### src/rtl/tso_sb_pkg.sv
package tso_sb_pkg;
  typedef enum logic [1:0] {
    CMD_FULL  = 2'd0,
    CMD_STORE = 2'd1,
    CMD_LOCK  = 2'd2,
    CMD_RSVD  = 2'd3
  } sb_cmd_e;
endpackage

### src/rtl/sb_fifo.sv
module sb_fifo #(
  parameter int AW    = 16,
  parameter int DW    = 32,
  parameter int DEPTH = 8
) (
  input  logic                clk_i,
  input  logic                rst_ni,
  input  logic                push_i,
  input  logic [AW-1:0]       push_addr_i,
  input  logic [DW-1:0]       push_data_i,
  input  logic [DW/8-1:0]     push_be_i,
  input  logic                pop_i,
  output logic [AW-1:0]       ord_addr_o [DEPTH],
  output logic [DW-1:0]       ord_data_o [DEPTH],
  output logic [DW/8-1:0]     ord_be_o   [DEPTH],
  output logic [DEPTH-1:0]    ord_vld_o,
  output logic                empty_o,
  output logic                full_o
);
  localparam int NB = DW / 8;
  localparam int PW = (DEPTH > 1) ? $clog2(DEPTH) : 1;
  localparam int CW = $clog2(DEPTH + 1);

  logic [AW-1:0] mem_addr [DEPTH];
  logic [DW-1:0] mem_data [DEPTH];
  logic [NB-1:0] mem_be   [DEPTH];
  logic [PW-1:0] head_q, tail_q;
  logic [CW-1:0] cnt_q;

  function automatic logic [PW-1:0] nxt(input logic [PW-1:0] p);
    return (p == PW'(DEPTH - 1)) ? '0 : p + 1'b1;
  endfunction

  always_ff @(posedge clk_i or negedge rst_ni) begin
    if (!rst_ni) begin
      head_q <= '0;
      tail_q <= '0;
      cnt_q  <= '0;
    end else begin
      if (push_i) tail_q <= nxt(tail_q);
      if (pop_i)  head_q <= nxt(head_q);
      cnt_q <= cnt_q + CW'(push_i) - CW'(pop_i);
    end
  end

  always_ff @(posedge clk_i) begin
    if (push_i) begin
      mem_addr[tail_q] <= push_addr_i;
      mem_data[tail_q] <= push_data_i;
      mem_be[tail_q]   <= push_be_i;
    end
  end

  // entries presented oldest first
  for (genvar k = 0; k < DEPTH; k++) begin : g_ord
    logic [PW-1:0] idx;
    assign idx           = PW'((int'(head_q) + k) % DEPTH);
    assign ord_addr_o[k] = mem_addr[idx];
    assign ord_data_o[k] = mem_data[idx];
    assign ord_be_o[k]   = mem_be[idx];
    assign ord_vld_o[k]  = (k < int'(cnt_q));
  end

  assign empty_o = (cnt_q == '0);
  assign full_o  = (cnt_q == CW'(DEPTH));


  no_overflow_chk: assert property (@(posedge clk_i) disable iff (!rst_ni)
    full_o |-> !push_i || pop_i);

  no_underflow_chk: assert property (@(posedge clk_i) disable iff (!rst_ni)
    empty_o |-> !pop_i);
endmodule

### src/rtl/sb_fwd.sv
module sb_fwd #(
  parameter int AW    = 16,
  parameter int DW    = 32,
  parameter int DEPTH = 8
) (
  input  logic [AW-1:0]    ld_addr_i,
  input  logic [DW/8-1:0]  ld_be_i,
  input  logic [AW-1:0]    e_addr_i [DEPTH],
  input  logic [DW-1:0]    e_data_i [DEPTH],
  input  logic [DW/8-1:0]  e_be_i   [DEPTH],
  input  logic [DEPTH-1:0] e_vld_i,
  input  logic [DW-1:0]    base_i,
  output logic [DW-1:0]    data_o,
  output logic [DW/8-1:0]  cov_o,
  output logic             partial_o
);
  localparam int NB = DW / 8;

  logic [DEPTH-1:0] hit;
  for (genvar k = 0; k < DEPTH; k++) begin : g_hit
    assign hit[k] = e_vld_i[k] && (e_addr_i[k] == ld_addr_i);
  end

  // per lane: later (younger) entries override earlier ones
  for (genvar b = 0; b < NB; b++) begin : g_lane
    always_comb begin
      cov_o[b]       = 1'b0;
      data_o[8*b+:8] = base_i[8*b+:8];
      for (int k = 0; k < DEPTH; k++) begin
        if (hit[k] && e_be_i[k][b]) begin
          cov_o[b]       = 1'b1;
          data_o[8*b+:8] = e_data_i[k][8*b+:8];
        end
      end
    end
  end

  logic some_cov, some_gap;
  assign some_cov  = |(ld_be_i & cov_o);
  assign some_gap  = |(ld_be_i & ~cov_o);
  assign partial_o = some_cov && some_gap;


  always_comb begin
    cov_lane_chk: assert (!(|cov_o) || (|hit));
  end
endmodule

### src/rtl/tso_store_buffer.sv
module tso_store_buffer
  import tso_sb_pkg::*;
#(
  parameter int AW    = 16,
  parameter int DW    = 32,
  parameter int DEPTH = 8
) (
  input  logic             clk_i,
  input  logic             rst_ni,
  input  logic             st_valid_i,
  input  logic [AW-1:0]    st_addr_i,
  input  logic [DW-1:0]    st_data_i,
  input  logic [DW/8-1:0]  st_be_i,
  output logic             st_ready_o,
  input  logic             ld_valid_i,
  input  logic [AW-1:0]    ld_addr_i,
  input  logic [DW/8-1:0]  ld_be_i,
  output logic             ld_ready_o,
  output logic             rsp_valid_o,
  output logic [DW-1:0]    rsp_data_o,
  input  logic             cmd_valid_i,
  input  logic [1:0]       cmd_kind_i,
  input  logic [AW-1:0]    lk_addr_i,
  input  logic [DW-1:0]    lk_data_i,
  output logic             cmd_ready_o,
  output logic [AW-1:0]    rd_addr_o,
  input  logic [DW-1:0]    rd_data_i,
  output logic             cw_valid_o,
  input  logic             cw_ready_i,
  output logic [AW-1:0]    cw_addr_o,
  output logic [DW-1:0]    cw_data_o,
  output logic [DW/8-1:0]  cw_be_o,
  output logic             cw_lock_o,
  output logic             sb_empty_o,
  output logic             sb_full_o
);
  localparam int NB = DW / 8;

  logic [AW-1:0]    e_addr [DEPTH];
  logic [DW-1:0]    e_data [DEPTH];
  logic [NB-1:0]    e_be   [DEPTH];
  logic [DEPTH-1:0] e_vld;
  logic             empty, full, push, pop;
  logic [DW-1:0]    fwd_data;
  logic [NB-1:0]    fwd_cov;
  logic             partial;
  sb_cmd_e          kind;
  logic             is_lock, is_sfence, is_mfence, lock_go, lock_fire, ld_fire;
  logic             rsp_valid_q;
  logic [DW-1:0]    rsp_data_q;

  assign kind      = sb_cmd_e'(cmd_kind_i);
  assign is_lock   = cmd_valid_i && (kind == CMD_LOCK);
  assign is_sfence = cmd_valid_i && (kind == CMD_STORE);
  assign is_mfence = cmd_valid_i && !is_lock && !is_sfence;

  assign st_ready_o = !full && !cmd_valid_i;
  assign push       = st_valid_i && st_ready_o;
  assign pop        = !empty && cw_ready_i;

  // same-cycle store is older than the load
  assign ld_ready_o = !(is_lock || is_mfence || st_valid_i || partial);
  assign ld_fire    = ld_valid_i && ld_ready_o;

  assign lock_go   = is_lock && empty;
  assign lock_fire = lock_go && cw_ready_i;
  assign cmd_ready_o = is_lock ? lock_fire : (cmd_valid_i && empty);

  assign rd_addr_o  = is_lock ? lk_addr_i : ld_addr_i;
  assign cw_valid_o = !empty || lock_go;
  assign cw_lock_o  = lock_go;
  assign cw_addr_o  = empty ? lk_addr_i : e_addr[0];
  assign cw_data_o  = empty ? lk_data_i : e_data[0];
  assign cw_be_o    = empty ? '1 : e_be[0];

  sb_fifo #(.AW(AW), .DW(DW), .DEPTH(DEPTH)) u_fifo (
    .clk_i      (clk_i),
    .rst_ni     (rst_ni),
    .push_i     (push),
    .push_addr_i(st_addr_i),
    .push_data_i(st_data_i),
    .push_be_i  (st_be_i),
    .pop_i      (pop),
    .ord_addr_o (e_addr),
    .ord_data_o (e_data),
    .ord_be_o   (e_be),
    .ord_vld_o  (e_vld),
    .empty_o    (empty),
    .full_o     (full)
  );

  sb_fwd #(.AW(AW), .DW(DW), .DEPTH(DEPTH)) u_fwd (
    .ld_addr_i(ld_addr_i),
    .ld_be_i  (ld_be_i),
    .e_addr_i (e_addr),
    .e_data_i (e_data),
    .e_be_i   (e_be),
    .e_vld_i  (e_vld),
    .base_i   (rd_data_i),
    .data_o   (fwd_data),
    .cov_o    (fwd_cov),
    .partial_o(partial)
  );

  always_ff @(posedge clk_i or negedge rst_ni) begin
    if (!rst_ni) begin
      rsp_valid_q <= 1'b0;
      rsp_data_q  <= '0;
    end else begin
      rsp_valid_q <= ld_fire || lock_fire;
      if (ld_fire)        rsp_data_q <= fwd_data;
      else if (lock_fire) rsp_data_q <= rd_data_i;
    end
  end

  assign rsp_valid_o = rsp_valid_q;
  assign rsp_data_o  = rsp_data_q;
  assign sb_empty_o  = empty;
  assign sb_full_o   = full;


  cw_hold_chk: assert property (@(posedge clk_i) disable iff (!rst_ni)
    cw_valid_o && !cw_ready_i && !cw_lock_o |=>
      cw_valid_o && $stable(cw_addr_o) && $stable(cw_data_o) && $stable(cw_be_o));

  rsp_timing_chk: assert property (@(posedge clk_i) disable iff (!rst_ni)
    ld_valid_i && ld_ready_o |=> rsp_valid_o);

  fence_done_chk: assert property (@(posedge clk_i) disable iff (!rst_ni)
    cmd_valid_i && cmd_ready_o |-> sb_empty_o);

  fence_block_chk: assert property (@(posedge clk_i) disable iff (!rst_ni)
    cmd_valid_i && cmd_kind_i != 2'd1 |-> !ld_ready_o && !st_ready_o);

  lock_write_chk: assert property (@(posedge clk_i) disable iff (!rst_ni)
    cmd_valid_i && cmd_kind_i == 2'd2 && cmd_ready_o |-> cw_valid_o && cw_lock_o && cw_ready_i);

  ld_order_chk: assert property (@(posedge clk_i) disable iff (!rst_ni)
    st_valid_i |-> !ld_ready_o);
endmodule

### config.mk
export PLATFORM = sky130hd
export DESIGN_NAME = tso_store_buffer
export DESIGN_NICKNAME = d
export VERILOG_FILES = /design/src/rtl/tso_sb_pkg.sv /design/src/rtl/sb_fifo.sv /design/src/rtl/sb_fwd.sv /design/src/rtl/tso_store_buffer.sv
export SDC_FILE = /design/constraint.sdc
export NUM_CORES = 2
export LEC_CHECK = 0
export ABC_AREA = 1
export BUFFER_PORTS_ARGS = -buffer_cell sky130_fd_sc_hd__buf_2
export CORE_MARGIN = 5
export CORE_UTILIZATION = 40
export DETAILED_ROUTE_END_ITERATION = 8
export SYNTH_ARGS = -nofsm -noshare
export SYNTH_HDL_FRONTEND = slang
export SYNTH_SLANG_ARGS = --single-unit
### constraint.sdc
create_clock -name clk_i -period 8.6 [get_ports clk_i]
set_input_delay 1.72 -clock clk_i [delete_from_list [all_inputs] [get_ports clk_i]]
set_output_delay 1.72 -clock clk_i [all_outputs]
set_load 0.05 [all_outputs]
==> flow_summary.toml <==
[yosys]
count_of_flip_flops_with_a_built_in_enable_after_synthesis = 416
main_combinational_cell_family_by_area_after_synthesis = "simple AND/OR/NAND/NOR gates"
yosysWarnings = 0
yosysTopAreaCellShare_pct = 35.5
syn_nets = 5536
synth.yosys.seq_area_share_pct = 38.5
synth-compound-area-share_pct = 11.9
async_reset_ff_share_pct = 9.37
syn-mean-instance-area_sq_um = 6.57
area_fraction_in_and_or_nand_and_nor_cells_after_synthesis_pct = 39.4
post-synth-top-area-cell = "edfxtp_1"
synth_mux_area_share_pct = 1.61
netlist_area_sq_mm = 0.0352
netlist_instances = 5363
ys_dominant_reg_cell = "edfxtp_1"
synth-adder-area-share_pct = 0.483
synth-seq-cells = 459
synth.area.top_cells = "edfxtp_1 (35%), nand2_1 (25%), nand3_1 (10%)"
synth_cell_type_count = 43
post_synth_xor_area_fraction_pct = 0.462

[grt]
track_usage_pct = 27.6
antenna_violations_before_repair = 17
grt_pass1_wl_microns = 203000
globalRouteOverflowTotal = 0
grt_start_max_net_pins = 229
grt_pass1_vias = 33491

[final_layout]
layout.cells.most_common = "nand2_1"
nFillCells = 9017
num-nets-final = 5578
layout-drive-gt1-share_pct = 9.26
area_of_the_multi_input_gates_sq_mm = 0.0191
most-common-layout-cells = "nand2_1 (2310), nand3_1 (701), o21ai_0 (437), edfxtp_1 (416), inv_1 (295)"
sequential_cell_area_sq_mm = 0.0136
growth_of_design_area_from_synthesis_to_finish_pct = 10.8

[pwr]
power.density_mw_per_mm2 = 445
vdd.ir_drop.worst_uv = 818
static-leakage-power_uw = 0.0183

[floorplanning]
die-width_microns = 307
die_height_microns = 307
starting_utilization_of_the_core_area_pct = 40.5
fp.dieArea_sq_mm = 0.0941
row_count = 108
core_region_area_sq_mm = 0.0870
floorplan.io_pins = 268

[critical_path]
critical_path_peak_fanout = 199
crit_chain = "clkinv_8, ha_4, buf_12, nand3_1, nand3_1, nand2_1, nand2_1, o21ai_0, inv_1, nand3_1, nor2_1, nand4_1, nand2_1, nor2_1, nand3_1, nand2_1, clkinv_1, nand2_1, nand2_2, nand2_1, inv_1, buf_2"
type_of_the_worst_setup_path = "flip-flop to primary output"
cp_num_buf_inv = 6
path_depth = 22
slowest_stage = "dfrtp_4"
timing.critical_path.slowest_cell_delay_ns = 0.95
worst-r2r-cell-count = 24
worst_path_most_repeated_cell = "nand2_1"
endpoint_kind = "primary output"
critPathRequiredTime_ns = 6.88
worst-endpoint-arrival_ns = 6.03
setup.worst_path.start_class = "flip-flop"
crit_family = "simple AND/OR/NAND/NOR gates"

[detailed_routing]
routedWlPerCell_microns = 20.5
wl_met1_microns = 56900
met2WireLength_microns = 61400
detail-route-antenna-nets = 0
met3WireLength_microns = 12700
route.top_layer_used = "met5"
avg_vias_per_cell = 5.60
vias = 37035
routed_wirelength_microns = 135000
first_iter_violations = 4357
dr_pass1_iterations = 6
drc = 0

[timing]
final_sum_of_negative_setup_slack_ns = 0
max_slew_headroom_pct = 24.0
period_minus_slack_ns = 7.75
final_hold_viol_count = 0
grt_setup_unrepaired = "no"
fin_ws_ns = 0.848
fin_worst_skew_ns = 0.0246
timing.final.crit_share_pct = 90.1
setup_viol_count_final = 0
max_freq_ghz = 0.129
timing_max_transition_violations_final = 0
worst_slew_pin_tran_ns = 1.14

[clocking]
clock_tree.root_cell = "clkbuf_16"
clk-insertion-delay-late_ns = 0.64
tritoncts = "built"
cts.path.max_buffers = 3
cts.repair.resized = 0
cts.hold.buffers_added = 0
num_cts_buffers = 56
depth_of_the_cts_h_tree = 2
worst_setup_hold_path_clk_slew_ns = 0.06
cts_sinks = 459
post_cts.repair.setup_buffers = 0

[min_path]
worstHoldPathType = "flip-flop to flip-flop"
timing.hold.worst_path_depth = 2

[placed_design]
dp_hpwl_microns = 89300
io_buffers = 267
post-place-ws_ns = 1.65
gpl.final_weighted_congestion = 0.935

[outcome]
run_status = "complete, no violations"

[job]
maxCapViolations = 0
worst register-to-register path, delay by kind of cell (launching register included):
kind	cells	cell delay, ns
AOI/OAI and AO/OA	1	0.08
adders and majority gates	1	0.55
buffers and inverters	6	2.25
DFF	1	0.95
and+or+nand+nor	16	2.87
path summary, 6_finish.rpt:
check                                                to  slack, ns                         start
max                                          ld_ready_o       0.85  u_fifo.head_q[0]$_DFFE_PN0P_
min                        u_fifo.tail_q[0]$_DFFE_PN0P_       0.58  u_fifo.tail_q[0]$_DFFE_PN0P_
max reg2reg                  rsp_data_o[12]$_DFFE_PN0P_       1.79  u_fifo.head_q[0]$_DFFE_PN0P_
min reg2reg                u_fifo.tail_q[0]$_DFFE_PN0P_       0.58  u_fifo.tail_q[0]$_DFFE_PN0P_
max in group asynchronous  u_fifo.head_q[2]$_DFFE_PN0P_       6.72                        rst_ni
min in group asynchronous    rsp_data_o[18]$_DFFE_PN0P_       1.25                        rst_ni
where the power goes:
part,internal [uW],leakage [uW],switching (uW)
Sequential,2650,0.00424,223
Combinational,3150,0.0132,8910
Clock,1430,0.000902,1010
flip-flops by register name, indices dropped and copies added (netlist names):
name,cells
u_fifo.mem_data,256
u_fifo.mem_addr,128
rsp_data_o,32
u_fifo.mem_be,32
u_fifo.cnt_q,4
u_fifo.head_q,3
u_fifo.tail_q,3
rsp_valid_o,1
synth_stat cells, types with 2 or more instances:
cell type,count
o21ai_2,3
buf_2,82
xnor2_1,3
mux2_2,30
nand4_2,10
buf_4,18
inv_2,6
inv_1,298
mux2i_1,23
o21ai_0,437
nand3b_1,2
a21o_1,30
buf_1,45
nand4_1,62
or2_2,10
nand3_1,701
and2_1,9
edfxtp_1,416
ha_1,12
o21ai_1,34
xor2_1,10
clkbuf_1,193
buf_6,5
a21oi_1,220
nor2_4,2
xor2_2,2
o21a_1,3
a31oi_1,26
nand2_1,2311
dfrtp_1,43
nor2_2,5
nor2_1,251
clkinv_1,12
o211ai_1,37
or2_0,4
routing by layer:
layer,vias up,GRT usage (%)
li1,17837,-
met5,-,0
met4,10,8.24
met1,17136,37.5
met3,271,4.87
met2,1781,45.2
cell families (layout without fill, tap and decap cells):
group           count (synthesis)  after routing
fa+ha+maj                      13             13
compound gates                792            792
buf+inv                       660            749
flops                         459            459
xor+xnor                       16             16
simple gates                 3370           3370
mux                            53             53
other cells                     0              5
layout make-up:
| type | instances | share of cell area [%] |
|---|---|---|
| clock buffer | 65 | 3.75 |
| tap | 1155 | 3.70 |
| clock inverter | 40 | 1.02 |
| inverter | 317 | 3.11 |
| timing repair buffer | 327 | 4.64 |
| sequential | 459 | 34.8 |
| multi-input combinational | 4244 | 49.0 |
| antenna | 5 | 0.0321 |
per-stage QoR:
stage | cell area [sq um] | hold slack (ns) | util, % | power [uW] | cells
floorplan | 35200 | 0.540 | - | 11600 | 5363
global placement | 37200 | 0.569 | 42.7 | 14700 | 6502
detailed placement | 37200 | 0.572 | 42.7 | 14700 | 6502
CTS | 39000 | 0.581 | 44.8 | 17200 | 6607
global route | 39000 | 0.587 | 44.8 | 18800 | 6610
finish | 39000 | 0.579 | 44.9 | 17400 | 6612
Note: power is estimated with default switching activity, not from simulation.
